<file path="src/rtl/hotflow_classifier.sv">
module hotflow_classifier #(
  parameter int DST_W   = 6,
  parameter int LINES   = 4,
  parameter int ROOT_W  = 4,
  parameter int HOP_W   = 3,
  parameter int PORT_W  = 2,
  parameter int OCC_W   = 4,
  parameter int TMR_W   = 4,
  parameter int HOLD    = 6,
  parameter int HI_MARK = 12
) (
  input  logic              clk,
  input  logic              rst_n,
  input  logic              pkt_vld,
  input  logic [DST_W-1:0]  pkt_dst,
  output logic              q_hot,
  output logic [$clog2(LINES)-1:0] q_line,
  output logic [PORT_W-1:0] q_port,
  input  logic              det_vld,
  input  logic [ROOT_W-1:0] det_root,
  input  logic [DST_W-1:0]  det_val,
  input  logic [DST_W-1:0]  det_care,
  input  logic [PORT_W-1:0] det_port,
  input  logic [OCC_W-1:0]  cold_occ,
  input  logic              ntf_vld,
  input  logic [ROOT_W-1:0] ntf_root,
  input  logic [DST_W-1:0]  ntf_val,
  input  logic [DST_W-1:0]  ntf_care,
  input  logic [HOP_W-1:0]  ntf_hop,
  input  logic [PORT_W-1:0] ntf_port,
  input  logic [LINES-1:0]  hot_empty,
  output logic              up_vld,
  output logic [ROOT_W-1:0] up_root,
  output logic [DST_W-1:0]  up_val,
  output logic [DST_W-1:0]  up_care,
  output logic [HOP_W-1:0]  up_hop
);
  localparam int IDX_W = $clog2(LINES);
  localparam logic [TMR_W-1:0] RELOAD = TMR_W'(HOLD);
  localparam logic [HOP_W-1:0] HOP_MAX = '1;

  logic [LINES-1:0]  vld;
  logic [ROOT_W-1:0] root [LINES];
  logic [DST_W-1:0]  val  [LINES];
  logic [DST_W-1:0]  care [LINES];
  logic [HOP_W-1:0]  hop  [LINES];
  logic [PORT_W-1:0] port [LINES];
  logic [TMR_W-1:0]  tmr  [LINES];

  logic [LINES-1:0] hit, held;
  logic [IDX_W-1:0] hit_idx, held_idx, free_idx;

  always_comb begin
    hit_idx = '0; held_idx = '0; free_idx = '0;
    for (int i = LINES-1; i >= 0; i--) begin
      hit[i]  = vld[i] && (((pkt_dst ^ val[i]) & care[i]) == '0);
      held[i] = vld[i] && (root[i] == ev_root);
      if (hit[i])  hit_idx  = IDX_W'(i);
      if (held[i]) held_idx = IDX_W'(i);
      if (!vld[i]) free_idx = IDX_W'(i);
    end
  end

  assign q_hot  = pkt_vld && (|hit);
  assign q_line = q_hot ? hit_idx : '0;
  assign q_port = q_hot ? port[hit_idx] : '0;

  logic              ev_go;
  logic [ROOT_W-1:0] ev_root;
  logic [DST_W-1:0]  ev_val, ev_care;
  logic [HOP_W-1:0]  ev_hop;
  logic [PORT_W-1:0] ev_port;

  assign ev_go   = ntf_vld || (det_vld && (cold_occ >= OCC_W'(HI_MARK)));
  assign ev_root = ntf_vld ? ntf_root : det_root;
  assign ev_val  = ntf_vld ? ntf_val  : det_val;
  assign ev_care = ntf_vld ? ntf_care : det_care;
  assign ev_hop  = ntf_vld ? ntf_hop  : '0;
  assign ev_port = ntf_vld ? ntf_port : det_port;

  always_ff @(posedge clk) begin
    if (!rst_n) begin
      vld <= '0;
      up_vld <= 1'b0;
      up_root <= '0; up_val <= '0; up_care <= '0; up_hop <= '0;
      for (int i = 0; i < LINES; i++) begin
        root[i] <= '0; val[i] <= '0; care[i] <= '0;
        hop[i] <= '0; port[i] <= '0; tmr[i] <= '0;
      end
    end else begin
      up_vld <= 1'b0;
      for (int i = 0; i < LINES; i++) begin
        if (vld[i]) begin
          if (q_hot && hit_idx == IDX_W'(i)) tmr[i] <= RELOAD;
          else if (tmr[i] != '0)            tmr[i] <= tmr[i] - 1'b1;
          else if (hot_empty[i])             vld[i] <= 1'b0;
        end
      end
      if (ev_go) begin
        if (|held) begin
          val[held_idx]  <= ev_val;
          care[held_idx] <= ev_care;
          tmr[held_idx]  <= RELOAD;
          vld[held_idx]  <= 1'b1;
        end else if (!(&vld)) begin
          vld[free_idx]  <= 1'b1;
          root[free_idx] <= ev_root;
          val[free_idx]  <= ev_val;
          care[free_idx] <= ev_care;
          hop[free_idx]  <= ev_hop;
          port[free_idx] <= ev_port;
          tmr[free_idx]  <= RELOAD;
          up_vld  <= 1'b1;
          up_root <= ev_root;
          up_val  <= ev_val;
          up_care <= ev_care;
          up_hop  <= (ev_hop == HOP_MAX) ? HOP_MAX : ev_hop + 1'b1;
        end
      end
    end
  end


  up_cause_chk: assert property (@(posedge clk) disable iff (!rst_n)
    up_vld |-> $past(ntf_vld || det_vld));


  up_hop_chk: assert property (@(posedge clk) disable iff (!rst_n)
    (up_vld && $past(ntf_vld)) |->
      (up_hop == (($past(ntf_hop) == HOP_MAX) ? HOP_MAX : $past(ntf_hop) + 1'b1)));


  no_dup_up_chk: assert property (@(posedge clk) disable iff (!rst_n)
    up_vld |-> !$past(|held));


  empty_cold_chk: assert property (@(posedge clk) disable iff (!rst_n)
    (vld == '0) |-> !q_hot);

  for (genvar g = 0; g < LINES; g++) begin : g_free

    free_drained_chk: assert property (@(posedge clk) disable iff (!rst_n)
      $fell(vld[g]) |-> ($past(hot_empty[g]) && $past(tmr[g]) == '0));
  end
endmodule

</file>
<file path="config.mk">
export PLATFORM = sky130hd
export DESIGN_NAME = hotflow_classifier
export DESIGN_NICKNAME = d
export VERILOG_FILES = /design/src/rtl/hotflow_classifier.sv
export SDC_FILE = /design/constraint.sdc
export NUM_CORES = 1
export LEC_CHECK = 0
export CORE_MARGIN = 8
export CORE_UTILIZATION = 54
export CTS_CLUSTER_DIAMETER = 30
export DETAILED_ROUTE_END_ITERATION = 10
export PLACE_DENSITY = 0.85
export SLEW_MARGIN = 20
export SYNTH_ARGS = -nofsm -noshare
export SYNTH_HDL_FRONTEND = slang
export SYNTH_SLANG_ARGS = --single-unit
export TNS_END_PERCENT = 1
</file>
<file path="constraint.sdc">
create_clock -name clk -period 3.3 [get_ports clk]
set_clock_uncertainty 0.05 [all_clocks]
set_input_delay 0.66 -clock clk [delete_from_list [all_inputs] [get_ports clk]]
set_output_delay 0.66 -clock clk [all_outputs]
set_load 0.1 [all_outputs]
</file>
* After elaboration in Yosys (flattened, before gate mapping)
Memories as Yosys holds them, arrays and structs flattened.
Index checks and enable logic that the tools add are counted.
** Word-level totals
- Word-level logic and storage cells :: 208
- Bits in writable memories :: 88
- Memories kept :: 5
- Input port bits :: 58
- Bits in latches :: 0
- Memory bits (read-only) :: 0
- Register bits :: 24
- Output and inout port bits :: 25
** Cells by class
- Multipliers :: 0
- Multiplexer cells :: 122
- Add/sub/neg operators :: 5
- Bitwise operators :: 20
- Divide/modulo/power cells :: 0
- Eq/ne operators :: 8
- Order comparisons :: 5
- Shift-type cells :: 0
- Reduce and logical (&&, ||, !) cells :: 37
** Memory list
- care :: depth 4, bits a word 6, read ports 4, clocked after Yosys merged registers in 0, wr ports 4, line 45 : logic [DST_W-1:0] care [LINES];
- val :: depth 4, bits a word 6, read ports 4, clocked after Yosys merged registers in 0, wr ports 4, line 44 : logic [DST_W-1:0] val [LINES];
- root :: depth 4, bits a word 4, read ports 4, clocked after Yosys merged registers in 0, wr ports 4, line 43 : logic [ROOT_W-1:0] root [LINES];
- tmr :: depth 4, bits a word 4, read ports 4, clocked after Yosys merged registers in 0, wr ports 5, line 48 : logic [TMR_W-1:0] tmr [LINES];
- port :: depth 4, bits a word 2, read ports 1, clocked after Yosys merged registers in 0, wr ports 4, line 47 : logic [PORT_W-1:0] port [LINES];
** Operator list (number)
- 1-bit 2-to-1 mux :: 75
- 4-bit 2-to-1 mux :: 14
- 2-bit 2-to-1 mux :: 23
- 6-bit 2-to-1 mux :: 6
- 6-bit bitwise AND :: 4
- 6-bit logical NOT :: 4
- 6-bit OR reduction :: 4
- 6-bit bitwise XOR :: 4
- 4-bit == test :: 4
- 1-bit logical AND :: 16
- 4-bit nonzero test :: 4
- 4-bit OR reduction :: 4
- 4-bit by 1-bit subtractor with 4-bit output, second input constant :: 4
- 1-bit OR :: 8
- 4-bit OR :: 2
- 2-bit by 3-bit less-than comparator with 1-bit output, second input constant :: 2
- 3-bit 2-to-1 mux :: 2
- 1-bit demux with 2-bit select :: 2
- 2-bit == test, second input constant :: 2
- 2-bit by 1-bit greater-or-equal comparator with 1-bit output, second input constant :: 2
- 4-bit greater-or-equal comparator, second input constant :: 1
- 4-bit AND reduction :: 1
- 3-bit by 1-bit adder with 3-bit output, second input constant :: 1
- 3-bit == test, second input constant :: 1
- other kinds (6) :: 7

* Logic depth before layout (Yosys ltp)
- Depth in word-level cells :: 17
- Gate-level depth with buffers :: 8
- Depth with buffers taken out :: 7

* Worst setup path before layout
OpenSTA, ideal clock, no wires.
- Path type :: in2out
- From :: input pkt_dst[4]
- To :: output q_hot
- Stages :: 6
- Required time :: 2.590 ns
- Path buffers :: 1
- Path slack :: -0.573 ns
- Arrival :: 3.163 ns
- Cell sequence :: xor2_1 a222oi_1 and4_1 clkbuf_1 nor2_1 a31oi_1
** Between the ends
- Word-level cells in the longest chain between the ends :: 6
- Elaborated cells between the ends (all ways) :: 18
- Classes of those cells :: 8 x bitwise; 10 x reduce/logical
** RTL lines
- from (decl) :: line 15 : input logic [DST_W-1:0] pkt_dst,
- 6-bit bitwise XOR :: line 56 : hit[i] = vld[i] && (((pkt_dst ^ val[i]) & care[i]) == '0);
- 6-bit bitwise AND :: line 56
- 6-bit logical NOT :: line 56
- 1-bit logical AND :: line 56
- 4-bit OR reduction * :: line 64 : assign q_hot = pkt_vld && (|hit);
- 1-bit logical AND * :: line 64
- to (decl) :: line 16 : output logic q_hot,
Every way passes the cells marked *; elsewhere a longest branch is shown, timed or not.

* Worst setup path in the final report
- From :: input pkt_dst[5]
- To :: output q_line[1]
** Between the ends
- Word-level cells in the longest chain between the ends :: 9
- Elaborated cells between the ends (all ways) :: 23
- Classes of those cells :: 5 x mux; 8 x bitwise; 10 x reduce/logical
** RTL lines
- 6-bit bitwise XOR :: line 56
- 6-bit bitwise AND :: line 56
- 6-bit logical NOT :: line 56
- 1-bit logical AND :: line 56
- 2-bit 2-to-1 mux (4 in a row) :: line 58 : if (hit[i]) hit_idx = IDX_W'(i);
- 2-bit 2-to-1 mux * :: line 65 : assign q_line = q_hot ? hit_idx : '0;
- to (decl) :: line 17 : output logic [$clog2(LINES)-1:0] q_line,
Marked as above.

==> run summary <==
The flow ran to the end, but the final reports show violations. The checks that failed: negative setup slack. The count of buffers from port buffering came out at 80. The setup TNS after final layout is -0.0281 ns.

The tree is rooted in a sky130_fd_sc_hd__clkbuf_8. The critical path data arrival time is 2.61 ns. TritonCTS built the clock tree. The path class of the tightest hold or removal check is flop to flop. Among all flip-flop cells after synthesis, the most frequent one is sky130_fd_sc_hd__edfxtp_1.

Before CTS, the worst setup slack after placement is -0.286 ns. The minimum clock period after layout came out at 3.32 ns. The synthesized netlist contains 56 unique library cells.

The highest layer touched by signal routing is met4. The area enclosed by the die boundary came out at 0.0136 mm2. After the first detailed-routing iteration, the DRC count stood at 319. The final setup slack of the worst path came out at -0.0153 ns. The number of storage elements in the synthesis netlist is 112. The nature of the critical path startpoint is a primary input. The final design area excluding fillers came out at 0.00707 mm2. The clock drives 112 sinks. The signal on the critical path passes through clkdlybuf4s50_1 > buf_4 > xor2_1 > a22oi_1 > nand4_1 > buf_4 > inv_1 > nor2_1 > nor2_1 > buf_12. The fraction of post-synthesis cell area in the top cell type by area came out at 39.7%. The post-cts hold buffer count is 0. The pin count of the biggest net entering global routing came out at 29.

The routed wire length per instance is 18.7 um. Ranked by total cell area, the synthesized netlist is headed by sky130_fd_sc_hd__edfxtp_1, sky130_fd_sc_hd__dfxtp_1, sky130_fd_sc_hd__nor2_1. The normalized max-slew margin is 52.5%.

Max-cap violations in this run came to 0. The core area came out at 0.00977 mm2. The leakage power is 2.82 nW.

The achievable frequency is 302 MHz. The area added between synthesis and finish is 29.8%. The die is 116 um tall. The via count of the first global-routing pass came out at 4655. The aggregate routed wire length is 14.2 mm. The post-synthesis net count came out at 561. The transition time of the tightest slew-check pin came out at 0.693 ns. The fraction of synthesis flops using an asynchronous set or reset pin came out at 0%.

The initial core utilization is 55.7%. The data required time at the worst endpoint is 2.59 ns. The top-level port count came out at 83. The number of pins with negative max-slew slack in the final report came out at 0.

The largest single stage delay on the critical path is 0.43 ns. The final-report setup violation count is 2. The number of buffers between clock root and the deepest sink is 2. The net count of the finished layout is 688. The global-route congestion overflow total came out at 0. The detailed-route DRC error count is 0. The estimated wirelength of the detail-placed design is 10.5 mm.

The slowest stage of the critical path is the sky130_fd_sc_hd__clkdlybuf4s50_1 cell. After synthesis, flip-flops and latches occupy 54.4% of the total area. The clock-pin transition on the worst setup and hold timing paths is 0.12 ns. The number of warnings printed during yosys synthesis came out at 0. The placed cell area is 0.00678 mm2. The number of standard cells in the layout, taps in and fillers out came out at 761. In the final routing, the length of wire on met1 measures 5.74 mm. The cell area power density came out at 489 mW/mm2. The synthesized area per cell is 11.0 um2.

Once detail routing completed, the nets flagged for antenna violations numbered 0. The critical path endpoint category is a primary output. The overall fraction of global-route tracks in use came out at 22.0%. The largest fanout on the critical path is 3.

Setup repair after global routing could not meet its margin everywhere. The placer's final routability congestion estimate is 0.882. Before antenna repair, the detailed router went through 6 iterations. The highest ir drop seen on vdd is 0.436 mV. The via-per-instance ratio is 5.75. The number of levels in the clock H-tree is 3. The first global-routing pass estimated 23.2 mm of wire. The detailed route wirelength on metal3 came out at 910 um. The met2 layer wire length in the routed design came out at 7.27 mm. The synthesized instance count is 496.

The cell accounting for the most synthesized area is sky130_fd_sc_hd__edfxtp_1. The post-synthesis instance area came out at 0.00545 mm2. The post-placement cell count is 744. The final period utilization is 100%. The fraction of layout instances using a drive strength above 1 came out at 22.5%. The total number of placement rows is 36. The initial antenna violation count came out at 0. The die width came out at 116 um. The count of final hold-check violations came out at 0. Power comes to 3.46 mW. The critical path is of the primary input to primary output type. The via count of the routed design came out at 4377. The number of fill cells came out at 668.

The count of flip-flops with a built-in enable after synthesis came out at 72. The total CTS buffers came out at 9. The number of antenna diodes came out at 0.

At the later pin of the worst-skew pair, clock insertion delay measures 0.38 ns.
-- flip-flops by register name (all words and copies together) (netlist names) --
| register | cells |
|---|---|
| care | 24 |
| val | 24 |
| root | 16 |
| tmr | 16 |
| port | 8 |
| up_care | 6 |
| up_val | 6 |
| up_root | 4 |
| vld | 4 |
| up_hop | 3 |
| up_vld | 1 |
-- stage by stage --
stage | hold slack [ns] | util (%)
finish | 0.414 | 72.3
global route | 0.443 | 72.3
CTS | 0.417 | 72.0
detailed placement | 0.398 | 69.4
global placement | 0.388 | 69.4
floorplan | 0.454 | -
-- cells in the mapped netlist (8+ instances only) --
library cell	count
sky130_fd_sc_hd__clkbuf_1	9
sky130_fd_sc_hd__inv_1	33
sky130_fd_sc_hd__o21ai_0	9
sky130_fd_sc_hd__and3_1	10
sky130_fd_sc_hd__dfxtp_1	40
sky130_fd_sc_hd__mux2i_1	15
sky130_fd_sc_hd__xor2_1	30
sky130_fd_sc_hd__a31oi_1	9
sky130_fd_sc_hd__o22ai_1	14
sky130_fd_sc_hd__nand3_1	12
sky130_fd_sc_hd__nor2_1	82
sky130_fd_sc_hd__nand2_1	24
sky130_fd_sc_hd__edfxtp_1	72
sky130_fd_sc_hd__nor3_1	11
sky130_fd_sc_hd__a22oi_1	8
sky130_fd_sc_hd__xnor2_1	15
-- report_power, final --
part / leakage (nW) / internal (mW) / switching, mW
sequential: 1.07 / 1.63 / 0.0737
combinational: 1.64 / 0.349 / 0.545
clock: 0.109 / 0.360 / 0.501
total: 2.82 / 2.34 / 1.12
-- kinds of logic (layout without fill, tap and decap cells) --
logic type | count (synthesis) | after routing | share of synthesized area, %
buffers and inverters | 54 | 186 | 4.39
adder cells (fa/ha/maj) | 7 | 7 | 1.61
AO/OA/AOI/OAI | 81 | 81 | 12.0
multiplexers | 21 | 21 | 4.82
flip-flops | 112 | 112 | 54.4
XOR/XNOR | 45 | 45 | 7.23
AND/OR/NAND/NOR | 176 | 176 | 15.6
-- layout make-up --
cell class	instances	area (um2)	share of cell area [%]
inverter	33	124	1.75
clock buffer	11	163	2.30
tap	133	166	2.35
timing repair buffer	137	1270	18.0
sequential	112	2960	41.9
multi-input combinational	330	2330	33.0
clock inverter	5	51.3	0.726
-- timing repair --
action,in CTS,in global routing
buffers inserted,1,0
cloned,0,0
pin swaps,5,6
resized for setup,14,10
endpoints found under the setup margin,5,11
-- layout by cell type (no fill, tap or decap), types with 3 or more instances in the layout --
master,netlist,layout
sky130_fd_sc_hd__a21oi_1,5,5
sky130_fd_sc_hd__mux2i_4,4,4
sky130_fd_sc_hd__clkdlybuf4s50_1,0,50
sky130_fd_sc_hd__o22ai_1,14,12
sky130_fd_sc_hd__dlygate4sd2_1,0,5
sky130_fd_sc_hd__dfxtp_1,40,40
sky130_fd_sc_hd__nand3_1,12,12
sky130_fd_sc_hd__nor3b_1,3,3
sky130_fd_sc_hd__a222oi_1,4,4
sky130_fd_sc_hd__a31oi_1,9,7
sky130_fd_sc_hd__or3_1,3,3
sky130_fd_sc_hd__mux2i_1,15,15
sky130_fd_sc_hd__a31o_2,4,4
sky130_fd_sc_hd__nand2b_1,6,6
sky130_fd_sc_hd__xor2_1,30,30
sky130_fd_sc_hd__and3_1,10,9
sky130_fd_sc_hd__inv_6,0,4
sky130_fd_sc_hd__edfxtp_1,72,72
sky130_fd_sc_hd__ha_1,7,7
sky130_fd_sc_hd__buf_12,0,9
sky130_fd_sc_hd__nand4_1,7,7
sky130_fd_sc_hd__nor2_1,82,79
sky130_fd_sc_hd__and2_1,3,3
sky130_fd_sc_hd__xnor2_1,15,15
sky130_fd_sc_hd__nand2_1,24,23
sky130_fd_sc_hd__buf_4,2,73
sky130_fd_sc_hd__a22oi_2,0,6
sky130_fd_sc_hd__o22ai_2,7,8
sky130_fd_sc_hd__clkbuf_8,0,10
sky130_fd_sc_hd__nor4_1,5,5
sky130_fd_sc_hd__nor3_1,11,11
sky130_fd_sc_hd__inv_1,33,33
sky130_fd_sc_hd__o21ai_0,9,9
-- per-layer routing --
layer | track usage, % | up-vias
met5 | 0 | -
li1 | - | 2037
met1 | 26.6 | 2109
met2 | 38.3 | 201
met3 | 5.27 | 30
met4 | 5.70 | 0
-- worst paths after layout --
path | slack, ns | depth (start not counted) | startpoint | end
worst max-delay path | -0.02 | 10 | pkt_dst[5] | q_line[1]
worst min-delay path | 0.41 | 2 | up_care[3]$_SDFFE_PN0P_ | up_care[3]$_SDFFE_PN0P_
worst min register to register | 0.41 | 2 | up_care[3]$_SDFFE_PN0P_ | up_care[3]$_SDFFE_PN0P_
worst max register to register | 0.88 | 8 | val[3][0]$_DFFE_PP_ | tmr[3][0]$_SDFFE_PP0P_
-- critical path, delay by kind of cell --
family | cells | cell delay [ns]
xor+xnor | 1 | 0.16
compound gates | 1 | 0.19
buf+inv | 5 | 1.09
simple gates | 3 | 0.50
(Power assumes the default switching activity.)
